<file path="src/rtl/refresh_pkg.sv">
// Package: shared helpers for the refresh scheduler.
// Assumes an integer clock frequency in MHz.
package refresh_pkg;

    // Cycles in one 7.8125 us average refresh interval, rounded down.
    function automatic int unsigned interval_cycles(input int unsigned clk_mhz);
        int unsigned c;
        c = (clk_mhz * 78125) / 10000;
        return (c < 2) ? 2 : c;
    endfunction

endpackage

</file>
<file path="src/rtl/rf_interval_timer.sv">
// Free-running interval timer: produces a one-cycle tick every PERIOD cycles.
// Assumes PERIOD >= 2. The first tick is seen in cycle PERIOD-1 after reset.
module rf_interval_timer #(
    parameter int unsigned PERIOD = 976
) (
    input  logic clk,
    input  logic rst_n,
    output logic tick_o
);
    localparam int unsigned CW = $clog2(PERIOD);
    localparam logic [CW-1:0] LAST = CW'(PERIOD - 1);

    logic [CW-1:0] cnt_q;

    // Count cycles and wrap at the end of each interval.
    always_ff @(posedge clk) begin
        if (!rst_n)
            cnt_q <= '0;
        else if (cnt_q == LAST)
            cnt_q <= '0;
        else
            cnt_q <= cnt_q + 1'b1;
    end

    assign tick_o = (cnt_q == LAST);

    // a tick is followed by a restart of the count.
    assert_tick_restart_R2: assert property (@(posedge clk) disable iff (!rst_n)
        tick_o |=> (cnt_q == '0));
endmodule

</file>
<file path="src/rtl/rf_debt_counter.sv">
// Refresh debt counter: adds one per tick and removes one per issued refresh.
// Assumes retire_i is only raised while the debt is nonzero. The counter
// saturates one above the limit and sets a sticky error flag there.
module rf_debt_counter #(
    parameter int unsigned MAX_DEBT = 8,
    parameter int unsigned DW       = 4
) (
    input  logic          clk,
    input  logic          rst_n,
    input  logic          tick_i,
    input  logic          retire_i,
    output logic [DW-1:0] debt_o,
    output logic          urgent_o,
    output logic          err_o
);
    localparam logic [DW-1:0] LIMIT = DW'(MAX_DEBT);
    localparam logic [DW-1:0] CEIL  = DW'(MAX_DEBT + 1);

    logic [DW-1:0] debt_q;
    logic          err_q;

    // Update the owed count; a tick and a retire in one cycle cancel out.
    always_ff @(posedge clk) begin
        if (!rst_n) begin
            debt_q <= '0;
            err_q  <= 1'b0;
        end else begin
            if (tick_i && !retire_i) begin
                if (debt_q != CEIL)
                    debt_q <= debt_q + 1'b1;
                if (debt_q >= LIMIT)
                    err_q <= 1'b1;
            end else if (!tick_i && retire_i && debt_q != '0) begin
                debt_q <= debt_q - 1'b1;
            end
        end
    end

    assign debt_o   = debt_q;
    assign urgent_o = (debt_q >= LIMIT);
    assign err_o    = err_q;

    // a lone tick below the ceiling raises the debt by exactly one.
    assert_debt_step_R3: assert property (@(posedge clk) disable iff (!rst_n)
        (tick_i && !retire_i && debt_q < CEIL) |=> (debt_q == $past(debt_q) + 1'b1));
    // a tick and a retire together leave the debt unchanged.
    assert_debt_hold_R3: assert property (@(posedge clk) disable iff (!rst_n)
        (tick_i && retire_i) |=> $stable(debt_q));
    // the error flag never clears once set.
    assert_err_sticky_R11: assert property (@(posedge clk) disable iff (!rst_n)
        err_q |=> err_q);
endmodule

</file>
<file path="src/rtl/rf_rfc_window.sv">
// tRFC window timer: opens on a start pulse and stays open TRFC cycles after it.
// Assumes start_i never arrives while the window is open.
module rf_rfc_window #(
    parameter int unsigned TRFC = 10
) (
    input  logic clk,
    input  logic rst_n,
    input  logic start_i,
    output logic open_o
);
    localparam int unsigned CW = $clog2(TRFC + 1);
    localparam logic [CW-1:0] LOAD = CW'(TRFC);

    logic [CW-1:0] cnt_q;

    // Load on start, then count down to zero.
    always_ff @(posedge clk) begin
        if (!rst_n)
            cnt_q <= '0;
        else if (start_i)
            cnt_q <= LOAD;
        else if (cnt_q != '0)
            cnt_q <= cnt_q - 1'b1;
    end

    assign open_o = (cnt_q != '0);

    // the window opens only in the cycle after a start pulse.
    assert_window_cause_R8: assert property (@(posedge clk) disable iff (!rst_n)
        $rose(open_o) |-> $past(start_i));
    // a start pulse always leads to an open window with a full count.
    assert_window_load_R8: assert property (@(posedge clk) disable iff (!rst_n)
        start_i |=> (open_o && cnt_q == LOAD));
endmodule

</file>
<file path="src/rtl/refresh_sched.sv">
// Refresh scheduler top: tracks owed refreshes, defers them under traffic,
// escalates at the debt limit, issues one refresh per grant with banks idle,
// and blocks commands through each tRFC window.
// Assumes the arbiter raises ref_gnt_i only when it can place a command.
module refresh_sched #(
    parameter int unsigned CLK_MHZ  = 125,
    parameter int unsigned MAX_DEBT = 8,
    parameter int unsigned TRFC_CYC = 10,
    parameter int unsigned ADDR_W   = 13
) (
    input  logic                            clk,
    input  logic                            rst_n,
    input  logic                            busy_i,
    input  logic                            banks_idle_i,
    input  logic                            ref_gnt_i,
    output logic                            ref_req_o,
    output logic                            ref_urgent_o,
    output logic                            ref_issue_o,
    output logic [ADDR_W-1:0]               ref_addr_o,
    output logic                            cmd_block_o,
    output logic                            cke_hold_o,
    output logic [$clog2(MAX_DEBT+2)-1:0]   debt_o,
    output logic                            debt_err_o
);
    localparam int unsigned INTERVAL = refresh_pkg::interval_cycles(CLK_MHZ);
    localparam int unsigned DW       = $clog2(MAX_DEBT + 2);

    logic          tick;
    logic          win_open;
    logic          urgent;
    logic [DW-1:0] debt;
    logic          req;
    logic          issue;

    rf_interval_timer #(.PERIOD(INTERVAL)) u_timer (
        .clk    (clk),
        .rst_n  (rst_n),
        .tick_o (tick)
    );

    rf_debt_counter #(.MAX_DEBT(MAX_DEBT), .DW(DW)) u_debt (
        .clk      (clk),
        .rst_n    (rst_n),
        .tick_i   (tick),
        .retire_i (issue),
        .debt_o   (debt),
        .urgent_o (urgent),
        .err_o    (debt_err_o)
    );

    rf_rfc_window #(.TRFC(TRFC_CYC)) u_window (
        .clk     (clk),
        .rst_n   (rst_n),
        .start_i (issue),
        .open_o  (win_open)
    );

    // Request and issue decision for the current cycle.
    always_comb begin
        req   = (debt != '0) && !win_open && (urgent || !busy_i);
        issue = req && ref_gnt_i && banks_idle_i;
    end

    assign ref_req_o    = req;
    assign ref_urgent_o = urgent;
    assign ref_issue_o  = issue;
    assign ref_addr_o   = '0;
    assign cmd_block_o  = win_open;
    assign cke_hold_o   = issue || win_open;
    assign debt_o       = debt;

    // no refresh goes out while a tRFC window is still open.
    assert_no_issue_in_window_R8: assert property (@(posedge clk) disable iff (!rst_n)
        ref_issue_o |-> !cmd_block_o);
    // at the limit, outside a window, the request is always raised.
    assert_urgent_requests_R6: assert property (@(posedge clk) disable iff (!rst_n)
        (ref_urgent_o && !cmd_block_o) |-> ref_req_o);
    // an issued refresh pays back one owed refresh unless a tick coincides.
    assert_issue_retires_R7: assert property (@(posedge clk) disable iff (!rst_n)
        (ref_issue_o && !tick) |=> (debt_o == $past(debt_o) - 1'b1));
endmodule

</file>
<file path="config.mk">
export PLATFORM = sky130hd
export DESIGN_NAME = refresh_sched
export DESIGN_NICKNAME = d
export VERILOG_FILES = /design/src/rtl/refresh_pkg.sv /design/src/rtl/rf_interval_timer.sv /design/src/rtl/rf_debt_counter.sv /design/src/rtl/rf_rfc_window.sv /design/src/rtl/refresh_sched.sv
export SDC_FILE = /design/constraint.sdc
export NUM_CORES = 1
export LEC_CHECK = 0
export BUFFER_PORTS_ARGS = -buffer_cell sky130_fd_sc_hd__buf_2
export CORE_UTILIZATION = 40
export DETAILED_ROUTE_END_ITERATION = 7
export GPL_TIMING_DRIVEN = 0
export PLACE_DENSITY = 0.72
export SYNTH_ARGS = -nofsm -noshare
export SYNTH_HDL_FRONTEND = slang
export SYNTH_SLANG_ARGS = --single-unit
</file>
<file path="constraint.sdc">
create_clock -name clk -period 3 [get_ports clk]
set_clock_uncertainty 0.15 [all_clocks]
set_input_delay 0.15 -clock clk [delete_from_list [all_inputs] [get_ports clk]]
set_output_delay 0.15 -clock clk [all_outputs]
set_load 0.1 [all_outputs]
</file>
==> flow_metrics.env <==
export IMPL_grt_pass1_wl_mm=3.077
export IMPL_syn_inst=115
export IMPL_post_route_util=0.5779
export IMPL_grtUsageTotal=0.1527
export IMPL_finalCritPeriodShare=0.9610
export IMPL_status="finished, final reports clean"
export IMPL_ys_warn_count=0
export IMPL_core_area_um2=2297
export IMPL_regToRegSetupSlack_ps=120
export IMPL_port_buffers=14
export IMPL_swShare=0.3293
export IMPL_fp_dieW_um=52.49
export IMPL_ant_nets=0
export IMPL_pin_count=28
export IMPL_synth_distinct_cells=36
export IMPL_final_nets=162
export IMPL_ir_drop_mv=0.2432
export IMPL_finalPower_mw=0.4796
export IMPL_worst_hold_slack_ps=277.3
export IMPL_p_int_mw=0.3216
export IMPL_hold_violations=0
export IMPL_routed_wl_mm=1.909
export IMPL_power_switching_mw=0.1579
export IMPL_startpoint_type="register"
export IMPL_clk_latency_ps=290
export IMPL_end_kind="register"
export IMPL_synth_area_leaders="dfxtp_1 (37%), buf_4 (9.6%), xor2_1 (5.2%)"
export IMPL_rows=17
export IMPL_dp_hpwl_mm=1.409
export IMPL_pwr_share_comb=0.207
export IMPL_routabilityCongestion=0.7014
export IMPL_synth_top_cell_area_share=0.3730
export IMPL_finalCriticalPeriod_ps=2883
export IMPL_grt_start_max_net_pins=11
export IMPL_antenna_found_initial=0
export IMPL_final_cell_count_no_fill=180
export IMPL_path_clk_slew_ps=100
export IMPL_arrival_ps=2930
export IMPL_first_global_vias=758
export IMPL_fmax_mhz=346.9
export IMPL_synth_main_ff_cell="dfxtp_1"
export IMPL_numCtsBuffers=3
export IMPL_clock_sinks=19
export IMPL_synthToLayoutAreaGrowth_pct=30.18
export IMPL_syn_area_per_cell_um2=8.867
export IMPL_cp_max_fo=5
export IMPL_vias_per_cell=4.717
export IMPL_fin_setup_tns_ps=0
export IMPL_cts_tree="done"
export IMPL_wl_per_cell_um=10.61
export IMPL_final_layout_size_suffix_gt1_frac=0.3553
export IMPL_ys_ff_latch=19
export IMPL_multiInputGateArea_um2=599.3
export IMPL_synth_edf_count=0
export IMPL_power_leakage_nw=0.6474
export IMPL_fillers=216
export IMPL_drtIter0Drc=11
export IMPL_setup_violations=0
export IMPL_gr_total_overflow=0
export IMPL_hold_path_class="in2reg"
export IMPL_synth_yosys_seq_area_share=0.3730
export IMPL_seqCellArea_um2=400.4
export IMPL_dieArea_um2=2755
export IMPL_placed_cells=169
export IMPL_cp_required_ps=3040
export IMPL_synth_area_um2=1020
export IMPL_die_height_um=52.49
export IMPL_cts_root_buffer="clkbuf_4"
export IMPL_remaining_drc_errors=0
export IMPL_p_per_area_nw_per_um2=361.2
export IMPL_clkPwrFrac=0.264
export IMPL_dr_total_vias=849
export IMPL_start_util=0.4439
export IMPL_pwr_share_seq=0.530
export IMPL_yosysTopAreaCell="dfxtp_1"
export IMPL_ctsLongestPathBuffers=2
export IMPL_crit_type="reg2reg"
export IMPL_drtPass1Iterations=4
export IMPL_antennaDiodeCount=0
export IMPL_maxSlewViolCount=0
export IMPL_drv_cap=0
export IMPL_rsz0062_at_grt="false"
export IMPL_synthArstFlopShare=0
export IMPL_htreeDepth=1
layout make-up:
class,instances,area share
Buffer,15,0.07917
Clock buffer,4,0.01979
Inverter,4,0.02168
Multi-Input combinational cell,88,0.4515
Sequential cell,19,0.3016
Tap cell,28,0.02639
Timing Repair Buffer,22,0.09991
cell usage in the layout, fill, tap and decap left out, types with 2 or more instances in the layout:
cell type  count
a21o_1         2
dfxtp_4        5
buf_4         20
nand2_1        7
nor2_1        12
inv_1          3
clkbuf_1       3
nor3_1         2
dfxtp_1       13
a21boi_0       3
o21ai_0        2
xor2_1         6
nor4_1         2
conb_1        13
buf_2         14
and3_1         2
ha_1           2
nor2b_1        2
nand3_1        8
clkbuf_4       3
and2_1         2
xnor2_1        4
path summary, 6_finish.rpt:
check               startpoint                end  depth (start not counted)
max          u_window.cnt_q[0]   u_debt.debt_o[3]                         10
min                  ref_gnt_i  u_window.cnt_q[3]                          5
max reg2reg  u_window.cnt_q[0]   u_debt.debt_o[3]                         10
min reg2reg  u_window.cnt_q[0]  u_window.cnt_q[0]                          1
critical path, cell delays in order, from the launching register on:
cell and delay (ps):
dfxtp_4 380, nor4_4 290, bufinv_8 220, or4_4 440, nand2b_4 120, ha_4 200, a21o_1 150, a21o_1 160
or3b_4 380, a21oi_2 110, and3b_1 170
cells in the mapped netlist (3+ instances only):
library cell / n
dfxtp_1: 19
buf_4: 13
nor2_1: 12
nand3_1: 8
nand2_1: 7
xor2_1: 6
xnor2_1: 4
a21boi_0: 3
ha_1: 3
inv_1: 3
nor3_1: 3
state kept, by name (all words and copies together), names as in the netlist:
signal	cells
u_debt.debt_o	4
u_window.cnt_q	4
u_debt.err_o	1
u_timer.cnt_q	10
timing repair:
item | in CTS | in global routing
setup endpoints to repair | 1 | 1
pin swaps | 4 | 2
resized for setup | 2 | 3
setup buffers | 5 | 2
endpoints found under the hold margin | 2 | 0
hold buffers | 1 | 0
cell families after synthesis:
kind of cell    after synthesis  share of synthesized area
simple gates                 49                     0.2712
xor+xnor                     10                    0.08589
flops                        19                     0.3730
fa+ha+maj                     4                    0.05645
compound gates               10                    0.06380
other cells                   1                   0.003677
mux                           2                    0.02331
buf+inv                      20                     0.1227
power by group through the flow:
stage | Clock [mW] | Sequential, mW | Combinational [mW]
after floorplan | 0 | 0.260 | 0.0924
after global placement | 0 | 0.261 | 0.0969
after detailed placement | 0 | 0.261 | 0.0975
after CTS | 0.131 | 0.254 | 0.0987
after global routing | 0.145 | 0.255 | 0.103
final | 0.126 | 0.254 | 0.0991
metrics by stage:
stage                     setup WS [ps]  area [um^2]
after CTS                         14.71         1301
final                             117.1         1328
after global placement           -16.20         1235
after global routing              31.87         1328
after floorplan                  -8.302         1130
after detailed placement         -80.94         1235
routing by layer:
| layer | vias to the layer above | track usage | part of all wire |
|---|---|---|---|
| li1 | 441 | - | - |
| met1 | 378 | 0.1673 | 0.42 |
| met2 | 26 | 0.2616 | 0.52 |
| met3 | 4 | 0.04348 | 0.043 |
| met4 | 0 | 0.08333 | 0.015 |
| met5 | - | 0 | 0 |
No activity file was read; power rests on OpenSTA's default activity.
